==> config.mk <==
export PLATFORM = sky130hd
export DESIGN_NAME = scl_period_gen
export DESIGN_NICKNAME = d
export VERILOG_FILES = /design/src/rtl/scl_timing_pkg.sv /design/src/rtl/scl_field_decode.sv /design/src/rtl/scl_in_sync.sv /design/src/rtl/scl_phase_ctrl.sv /design/src/rtl/scl_period_gen.sv
export SDC_FILE = /design/constraint.sdc
export NUM_CORES = 1
export LEC_CHECK = 0
export BUFFER_PORTS_ARGS = -buffer_cell sky130_fd_sc_hd__buf_2
export CAP_MARGIN = 20
export CORE_ASPECT_RATIO = 0.75
export CORE_MARGIN = 4
export CORE_UTILIZATION = 54
export DETAILED_ROUTE_END_ITERATION = 10
export PLACE_DENSITY_LB_ADDON = 0.05
export SYNTH_ARGS = -nofsm -noshare
export SYNTH_HDL_FRONTEND = slang
export SYNTH_SLANG_ARGS = --single-unit
==> constraint.sdc <==
create_clock -name clk -period 2.25 [get_ports clk]
set_clock_uncertainty 0.15 [all_clocks]
set_input_delay 0.225 -clock clk [delete_from_list [all_inputs] [get_ports clk]]
set_output_delay 0.225 -clock clk [all_outputs]
set_load 0.01 [all_outputs]
==> src/rtl/scl_timing_pkg.sv <==
package scl_timing_pkg;

  localparam int DIV_W    = 12;
  localparam int DIV_LO_W = 10;
  localparam int DIV_HI_W = DIV_W - DIV_LO_W;
  localparam int CNT_W    = DIV_W + 2;

  typedef logic [DIV_W-1:0] div_t;
  typedef logic [CNT_W-1:0] cnt_t;

  typedef enum logic [1:0] {
    PH_IDLE,
    PH_LOW,
    PH_WAIT,
    PH_HIGH
  } phase_e;

  typedef struct packed {
    div_t n;
    div_t m;
    logic low_en;
  } div_cfg_t;

  // zero is treated as the smallest count
  function automatic div_t at_least_one(div_t v);
    return (v == '0) ? div_t'(1) : v;
  endfunction

  // full released time of the high phase
  function automatic cnt_t high_total(div_t n, int lat);
    return cnt_t'(at_least_one(n)) + cnt_t'(lat);
  endfunction

  // part of the high phase spent in the counter (the rest is synchroniser and wait)
  function automatic cnt_t high_counted(div_t n, int lat, int sync);
    return high_total(n, lat) - cnt_t'(sync + 1);
  endfunction

  // driven-low time
  function automatic cnt_t low_total(div_cfg_t cfg, int lat);
    if (cfg.low_en)
      return cnt_t'({1'b0, at_least_one(cfg.m), 1'b0});
    return high_total(cfg.n, lat);
  endfunction

endpackage

==> src/rtl/scl_field_decode.sv <==
module scl_field_decode
  import scl_timing_pkg::*;
(
  input  logic [DIV_LO_W-1:0] div_lo_i,
  input  logic [DIV_HI_W-1:0] div_hi_i,
  input  div_t                low_div_i,
  input  logic                low_en_i,
  output div_cfg_t            cfg_o
);

  always_comb begin
    cfg_o.n      = {div_hi_i, div_lo_i};
    cfg_o.m      = low_div_i;
    cfg_o.low_en = low_en_i;
  end

endmodule

==> src/rtl/scl_in_sync.sv <==
module scl_in_sync #(
  parameter int STAGES = 2
) (
  input  logic clk,
  input  logic rst_n,
  input  logic scl_i,
  output logic scl_hi_o
);

  logic [STAGES-1:0] sr;

  generate
    for (genvar k = 0; k < STAGES; k++) begin : g_stage
      if (k == 0) begin : g_first
        always_ff @(posedge clk or negedge rst_n) begin
          if (!rst_n) sr[0] <= 1'b1;
          else        sr[0] <= scl_i;
        end
      end else begin : g_next
        always_ff @(posedge clk or negedge rst_n) begin
          if (!rst_n) sr[k] <= 1'b1;
          else        sr[k] <= sr[k-1];
        end
      end
    end
  endgenerate

  assign scl_hi_o = sr[STAGES-1];

endmodule

==> src/rtl/scl_phase_ctrl.sv <==
module scl_phase_ctrl
  import scl_timing_pkg::*;
#(
  parameter int FILT_LAT    = 15,
  parameter int SYNC_STAGES = 2
) (
  input  logic     clk,
  input  logic     rst_n,
  input  logic     run_i,
  input  div_cfg_t cfg_i,
  input  logic     scl_hi_i,
  output logic     drive_low_o,
  output logic     tick_fall_o,
  output logic     tick_rise_o,
  output logic     tick_sample_o
);

  phase_e ph;
  cnt_t   cnt;
  cnt_t   half_q;

  // named internal events
  logic phase_done;
  logic start_low;
  logic start_high;
  cnt_t low_load;
  cnt_t high_load;

  assign phase_done = (cnt == '0);
  assign low_load   = low_total(cfg_i, FILT_LAT) - cnt_t'(1);
  assign high_load  = high_counted(cfg_i.n, FILT_LAT, SYNC_STAGES) - cnt_t'(1);
  assign start_low  = ((ph == PH_IDLE) && run_i) ||
                      ((ph == PH_HIGH) && phase_done && run_i);
  assign start_high = (ph == PH_WAIT) && scl_hi_i;

  assign tick_sample_o = (ph == PH_HIGH) && (cnt == half_q);

  always_ff @(posedge clk or negedge rst_n) begin
    if (!rst_n) begin
      ph          <= PH_IDLE;
      cnt         <= '0;
      half_q      <= '0;
      drive_low_o <= 1'b0;
      tick_fall_o <= 1'b0;
      tick_rise_o <= 1'b0;
    end else begin
      tick_fall_o <= 1'b0;
      tick_rise_o <= 1'b0;
      if (start_low) begin
        ph          <= PH_LOW;
        cnt         <= low_load;
        drive_low_o <= 1'b1;
        tick_fall_o <= 1'b1;
      end else begin
        unique case (ph)
          PH_IDLE: ;
          PH_LOW: begin
            if (phase_done) begin
              ph          <= PH_WAIT;
              drive_low_o <= 1'b0;
              tick_rise_o <= 1'b1;
            end else begin
              cnt <= cnt - cnt_t'(1);
            end
          end
          PH_WAIT: begin
            if (start_high) begin
              ph     <= PH_HIGH;
              cnt    <= high_load;
              half_q <= high_load >> 1;
            end
          end
          PH_HIGH: begin
            if (phase_done) ph  <= PH_IDLE;
            else            cnt <= cnt - cnt_t'(1);
          end
          default: ph <= PH_IDLE;
        endcase
      end
    end
  end

  // idle keeps the line released
  p_idle_released_r1: assert property (@(posedge clk) disable iff (!rst_n)
    (ph == PH_IDLE) |-> !drive_low_o);

  // the high counter steps down by one each cycle until done
  p_high_countdown_r3: assert property (@(posedge clk) disable iff (!rst_n)
    (ph == PH_HIGH && !phase_done) |=> (ph == PH_HIGH && cnt == $past(cnt) - cnt_t'(1)));

  // no drive while a released line still reads low
  p_stretch_hold_r6: assert property (@(posedge clk) disable iff (!rst_n)
    (ph == PH_WAIT && !scl_hi_i) |=> !drive_low_o);

  // fall tick marks the first driven cycle
  p_fall_tick_r8: assert property (@(posedge clk) disable iff (!rst_n)
    tick_fall_o |-> (drive_low_o && !$past(drive_low_o)));

  // rise tick marks the first released cycle
  p_rise_tick_r8: assert property (@(posedge clk) disable iff (!rst_n)
    tick_rise_o |-> (!drive_low_o && $past(drive_low_o)));

  // capture point only while released and seen high
  p_sample_high_r9: assert property (@(posedge clk) disable iff (!rst_n)
    tick_sample_o |-> (!drive_low_o && scl_hi_i));

  // at most one tick at a time
  p_tick_exclusive_r9: assert property (@(posedge clk) disable iff (!rst_n)
    $onehot0({tick_fall_o, tick_rise_o, tick_sample_o}));

endmodule

==> src/rtl/scl_period_gen.sv <==
module scl_period_gen
  import scl_timing_pkg::*;
#(
  parameter int FILT_LAT    = 15,
  parameter int SYNC_STAGES = 2
) (
  input  logic                clk,
  input  logic                rst_n,
  input  logic                run_i,
  input  logic [DIV_LO_W-1:0] ctrl_div_lo_i,
  input  logic [DIV_HI_W-1:0] ctrl_div_hi_i,
  input  logic [DIV_W-1:0]    addr_low_div_i,
  input  logic                addr_low_en_i,
  input  logic                scl_i,
  output logic                scl_drive_low_o,
  output logic                tick_fall_o,
  output logic                tick_rise_o,
  output logic                tick_sample_o
);

  div_cfg_t cfg;
  logic     scl_hi;

  scl_field_decode u_dec (
    .div_lo_i (ctrl_div_lo_i),
    .div_hi_i (ctrl_div_hi_i),
    .low_div_i(addr_low_div_i),
    .low_en_i (addr_low_en_i),
    .cfg_o    (cfg)
  );

  scl_in_sync #(.STAGES(SYNC_STAGES)) u_sync (
    .clk     (clk),
    .rst_n   (rst_n),
    .scl_i   (scl_i),
    .scl_hi_o(scl_hi)
  );

  scl_phase_ctrl #(.FILT_LAT(FILT_LAT), .SYNC_STAGES(SYNC_STAGES)) u_ctrl (
    .clk          (clk),
    .rst_n        (rst_n),
    .run_i        (run_i),
    .cfg_i        (cfg),
    .scl_hi_i     (scl_hi),
    .drive_low_o  (scl_drive_low_o),
    .tick_fall_o  (tick_fall_o),
    .tick_rise_o  (tick_rise_o),
    .tick_sample_o(tick_sample_o)
  );

endmodule

# After elaboration in Yosys (flattened, before gate mapping)
# Index checks and enable logic that the tools add are counted.
# W data, S select, Z words.
# word_totals
reg_bits,34
latch_bits,0
mem_bits_rw,0
mem_bits_ro,0
input_bits,29
output_inout_bits,4
word_cells,62
mem_count,0
# classes
addsub,5
multipliers,0
div,0
magnitude_cmp,0
n_eq_ne,8
shift,0
n_mux,21
n_bitwise,1
n_reduce_logical,19
# ops
operator,n
$mux W14,5
$sub A14 B1 Y14 const B,3
$pmux W14 S2,1
$logic_not A12 Y1,2
$mux W12,2
$eq A14 B13 Y1,1
$logic_not A14 Y1,1
$sub A14 B2 Y14 const B,1
$add A12 B4 Y13 const B,1
$ne A3 B1 Y1 const B,3
$mux W1,8
$mux W2,4
$pmux W2 S3,1
$reduce_and A3 Y1,2
$logic_and A1 B1 Y1,5
$eq A2 B2 Y1 const B,2
$reduce_and A4 Y1,1
$reduce_bool A2 Y1,2
$reduce_bool A4 Y1,1
$ne A3 B3 Y1 const B,1
$reduce_bool A3 Y1,1
$eq A2 B1 Y1 const B,1
$logic_not A2 Y1,1
$reduce_and A2 Y1,1
3 further kinds,3

# Depth between registers and ports, before layout
# depth
word_depth,8
ltp_mapped,16
mapped_depth_nobuf,14

# Cells and area by module
# A second synthesis with hierarchy kept.
# hier_totals
cells_unflattened,391
area_unflattened_um2,3198.1
# by_module_without_submodules
module,instances,cells_each,area_per_inst_um2,seq_area_each_um2
scl_phase_ctrl,1,364,2957.8,800.8
scl_field_decode,1,25,187.7,0.0
scl_in_sync,1,2,52.6,52.6

# Worst setup path before layout
# OpenSTA, ideal clock, no wires.
# synth_path
path_type,input to register
from,input port ctrl_div_lo_i[2]
to,register u_ctrl.cnt[6]
setup_ns,0.067
t_arrival_ns,3.311
slack_ns,-1.277
path_stages,16
cell_sequence,buf_6 -> or4_4 -> buf_6 -> o31ai_1 -> inv_1 -> ha_1 -> xor2_1 -> inv_1 -> ha_1 -> inv_1 -> or4_1 -> o21ai_1 -> xor2_1 -> nor2_1 -> a311oi_1 -> a221o_1
# synth_via
elab_chain_len,8
elab_cells_between_ends,10
classes_between,add/sub: 4; mux: 5; reduce/logical: 1
# synth_lines
item,line,source
"start, declared",scl_period_gen.sv:10,"input logic [DIV_LO_W-1:0] ctrl_div_lo_i,"
$logic_not A12 Y1,scl_timing_pkg.sv:26,return (v == '0) ? div_t'(1) : v;
$mux W12 *,scl_timing_pkg.sv:26,
$add A12 B4 Y13 *,scl_timing_pkg.sv:31,return cnt_t'(at_least_one(n)) + cnt_t'(lat);
$sub A14 B2 Y14,scl_timing_pkg.sv:36,"return high_total(n, lat) - cnt_t'(sync + 1);"
$sub A14 B1 Y14,scl_phase_ctrl.sv:31,"assign high_load = high_counted(cfg_i.n, FILT_LAT, SYNC_STAGES) - cnt_t'(1);"
$mux W14,scl_phase_ctrl.sv:67,if (start_high) begin
$pmux W14 S2,scl_phase_ctrl.sv:55,unique case (ph)
$mux W14 *,scl_phase_ctrl.sv:49,if (start_low) begin
"end signal, assigned",scl_phase_ctrl.sv:51,cnt <= low_load;
"end signal, assigned",scl_phase_ctrl.sv:63,cnt <= cnt - cnt_t'(1);
"end signal, assigned",scl_phase_ctrl.sv:69,cnt <= high_load;
"end, declared",scl_phase_ctrl.sv:19,cnt_t cnt;
# Every way passes the cells marked *; elsewhere a longest branch is shown, timed or not. The select of a mux whose other input is x is not followed.
# A chain may end at the register's enable or synchronous reset.

# Final worst setup path
# layout_path
from,input port ctrl_div_hi_i[1]
to,register u_ctrl.cnt[10]
# layout_via
elab_chain_len,8
elab_cells_between_ends,10
classes_between,add/sub: 4; mux: 5; reduce/logical: 1
# layout_lines
item,line,source
"start, declared",scl_period_gen.sv:11,"input logic [DIV_HI_W-1:0] ctrl_div_hi_i,"
$logic_not A12 Y1 *,scl_timing_pkg.sv:26,
$mux W12 *,scl_timing_pkg.sv:26,
$add A12 B4 Y13 *,scl_timing_pkg.sv:31,
$sub A14 B2 Y14,scl_timing_pkg.sv:36,
$sub A14 B1 Y14,scl_phase_ctrl.sv:31,
$mux W14,scl_phase_ctrl.sv:67,
$pmux W14 S2,scl_phase_ctrl.sv:55,
$mux W14 *,scl_phase_ctrl.sv:49,
# Marked as above.

==> out/summary.txt <==
Crit Path Class = input port to flip-flop
# IOs = 33
CTS Root Cell = clkbuf_8
Max-slew headroom = 47.8%
Post-synth top area cell = dfrtp_1
CTS tree = built
DRC Markers = 0
Worst EP arrival = 3.05 ns
Die extent in x = 95.4 um
Share of layout cells above drive strength 1 = 49.9%
Synth top area share = 25.9%
F_max = 332 MHz
Power density over the cells = 670 mW/mm2
Largest net degree at the start of global routing = 35
Syn_area_per_cell = 8.66 um2
Post-route ant nets = 0
Sequential-to-total area share from yosys stat = 27.6%
Rows = 23
Primary FF master, synth = dfrtp_1
Top cells by count, synth = 33 x nand2_1, 32 x dfrtp_1, 30 x xnor2_1, 18 x o21ai_0, 17 x nor2_1
Worst skew pair latency = 0.29 ns
Port bufs = 32
First-pass GRT wire length = 17600 um
Crit path capture type = flip-flop
Tightest Pin Transition = 0.783 ns
Final setup vio count = 21
Post-synth ARST share = 100%
Post-layout util = 87.6%
Die Area = 0.00701 mm2
Area delta synth->final = 54.1%
Vias = 3611
Routed WL = 12100 um
Synth Cell Area = 0.00309 mm2
Tmin final = 3.01 ns
Top cells by area, synth = dfrtp_1 26%, xnor2_1 8.5%, nand2_1 4.0%
Netlist cell types = 64
Vias in the first global route = 3386
RSZ-0062 raised after global routing = true
Vias/cell = 6.38
Filler-free cell count of the finished design = 566
Overall Global Routing Usage = 32.7%
DRT iter0 DRCs = 366
Core area = 0.00544 mm2
Drt first pass iters = 5
Total power = 3.19 mW
Outcome = finished with violations
Worst Slack Setup Final = -0.763 ns
GRT overflow = 0
RePlAce Congestion = 0.921
Post-synth EDFFs = 0
CTS Buf Count = 5
Count leader, synth = nand2_1
Seq cells post-synth = 34
Worst-path clk slew = 0.07 ns
Clk buf depth = 2
Synth Warn # = 0
Post-Place Cells = 536
Post-synthesis cell count = 357
VDD IR max = 562 uV
Clock Sinks = 34
Initial antenna violation count = 0
CP Launch Type = input port
Slew Limit Fails = 0
Final Hold Viols = 0
Max-cap violations = 0
P_leak = 2.02 nW
H-tree levels = 2
Setup TNS = -10.66 ns
CP Data Required Time = 2.29 ns
Failing checks = setup timing
Final period util = 134%
Initial Util = 56.9%
Critical Path Fanout Max = 5
DIE HEIGHT = 73.5 um
DR WL/cell = 21.5 um
Nets = 523
Synthesized Nets = 390
ANT cells = 0
Dpl hpwl = 7770 um
Worst hold path type = flip-flop to flip-flop
timing repair:
| action | in CTS | in global routing |
|---|---|---|
| hold endpoints to repair | 33 | 0 |
| setup buffers | 17 | 8 |
| pin swaps | 30 | 26 |
| hold buffers | 2 | 0 |
| endpoints found under the setup margin | 23 | 23 |
| resized for setup | 38 | 35 |
placed cells by master (no fill, tap or decap), types with 4 or more instances in the layout:
| master | count |
|---|---|
| buf_4 | 106 |
| nand2_1 | 33 |
| dfrtp_1 | 32 |
| buf_2 | 29 |
| xnor2_1 | 22 |
| nor2_1 | 13 |
| nand3_1 | 13 |
| buf_6 | 13 |
| o21ai_0 | 12 |
| nand4_1 | 11 |
| xor2_1 | 9 |
| inv_1 | 8 |
| nor3_1 | 8 |
| mux2i_1 | 8 |
| a21oi_1 | 8 |
| clkbuf_8 | 8 |
| o21ai_1 | 7 |
| inv_2 | 6 |
| nor4_1 | 6 |
| mux2_2 | 6 |
| o211ai_1 | 6 |
| or4_4 | 5 |
| or4_1 | 5 |
| o21ai_2 | 5 |
| and2_1 | 4 |
| and4_1 | 4 |
| a211oi_2 | 4 |
| xnor2_4 | 4 |
| xnor2_2 | 4 |
cells by family (layout without fill, tap and decap cells):
logic type | Yosys count | count (layout) | share of synthesized area, %
AND/OR/NAND/NOR | 134 | 134 | 25.4
AO/OA/AOI/OAI | 87 | 87 | 21.6
XOR/XNOR | 43 | 43 | 12.2
buffers and inverters | 39 | 173 | 6.11
flip-flops | 34 | 34 | 27.6
multiplexers | 16 | 16 | 5.46
adder cells (fa/ha/maj) | 4 | 4 | 1.62
stage by stage:
step / setup WS, ns / instance area, um2 / hold WS [ns]
final: -0.763 / 4770 / 0.212
after detailed placement: -1.10 / 4080 / 0.185
after CTS: -0.671 / 4510 / 0.210
after floorplan: -0.944 / 3250 / -0.221
after global routing: -0.849 / 4770 / 0.212
after global placement: -1.07 / 4080 / 0.179
state kept, by name, summed over array words and instances (netlist names):
signal	count
u_ctrl.cnt	14
u_ctrl.ph	2
u_ctrl.tick_rise_o	1
u_ctrl.tick_fall_o	1
u_sync.scl_hi_o	1
u_ctrl.drive_low_o	1
u_sync.sr	1
u_ctrl.half_q	13
worst max-delay path: stages:
cell,delay [ns]
buf_6,0.09
or4_4,0.56
o31ai_4,0.30
inv_2,0.07
ha_4,0.18
xor2_2,0.16
inv_2,0.12
ha_4,0.16
buf_6,0.09
nand4_1,0.11
or4_4,0.49
xnor2_4,0.19
mux2i_1,0.08
o221ai_1,0.22
path summary, 6_finish.rpt:
kind | cells past startpoint | start | end | slack (ns)
worst max-delay path | 14 | ctrl_div_hi_i[1] | u_ctrl.cnt[10] | -0.76
worst min register to register | 0 | u_sync.sr[0] | u_sync.scl_hi_o | 0.21
max in group asynchronous | 2 | rst_n | u_ctrl.cnt[13] | 1.03
worst min-delay path | 0 | u_sync.sr[0] | u_sync.scl_hi_o | 0.21
min in group asynchronous | 2 | rst_n | u_ctrl.cnt[0] | 0.41
worst max register to register | 9 | u_ctrl.ph[0] | u_ctrl.cnt[11] | -0.07
power by group:
group,internal (mW),total [mW],switching (mW),leakage (nW)
sequential,0.754,0.894,0.139,0.381
clock,0.309,0.540,0.230,0.0575
combinational,0.889,1.76,0.869,1.58
total,1.95,3.19,1.24,2.02
cell type report:
class	instances	area [um2]
inverters	14	52.6
flip-flops and latches	34	853
repair buffers	151	1130
clock buffers	8	110
well taps	75	93.8
fillers	268	673
multi-input cells	284	2520
per-layer routing:
layer / up-vias / wire, um / GRT usage [%]
li1: 1594 / - / -
met1: 1748 / 4980 / 46.4
met2: 234 / 5630 / 51.7
met3: 35 / 1220 / 7.06
met4: 0 / 323 / 7.10
met5: - / 0 / 0
Power figures use the tool's default switching activity.
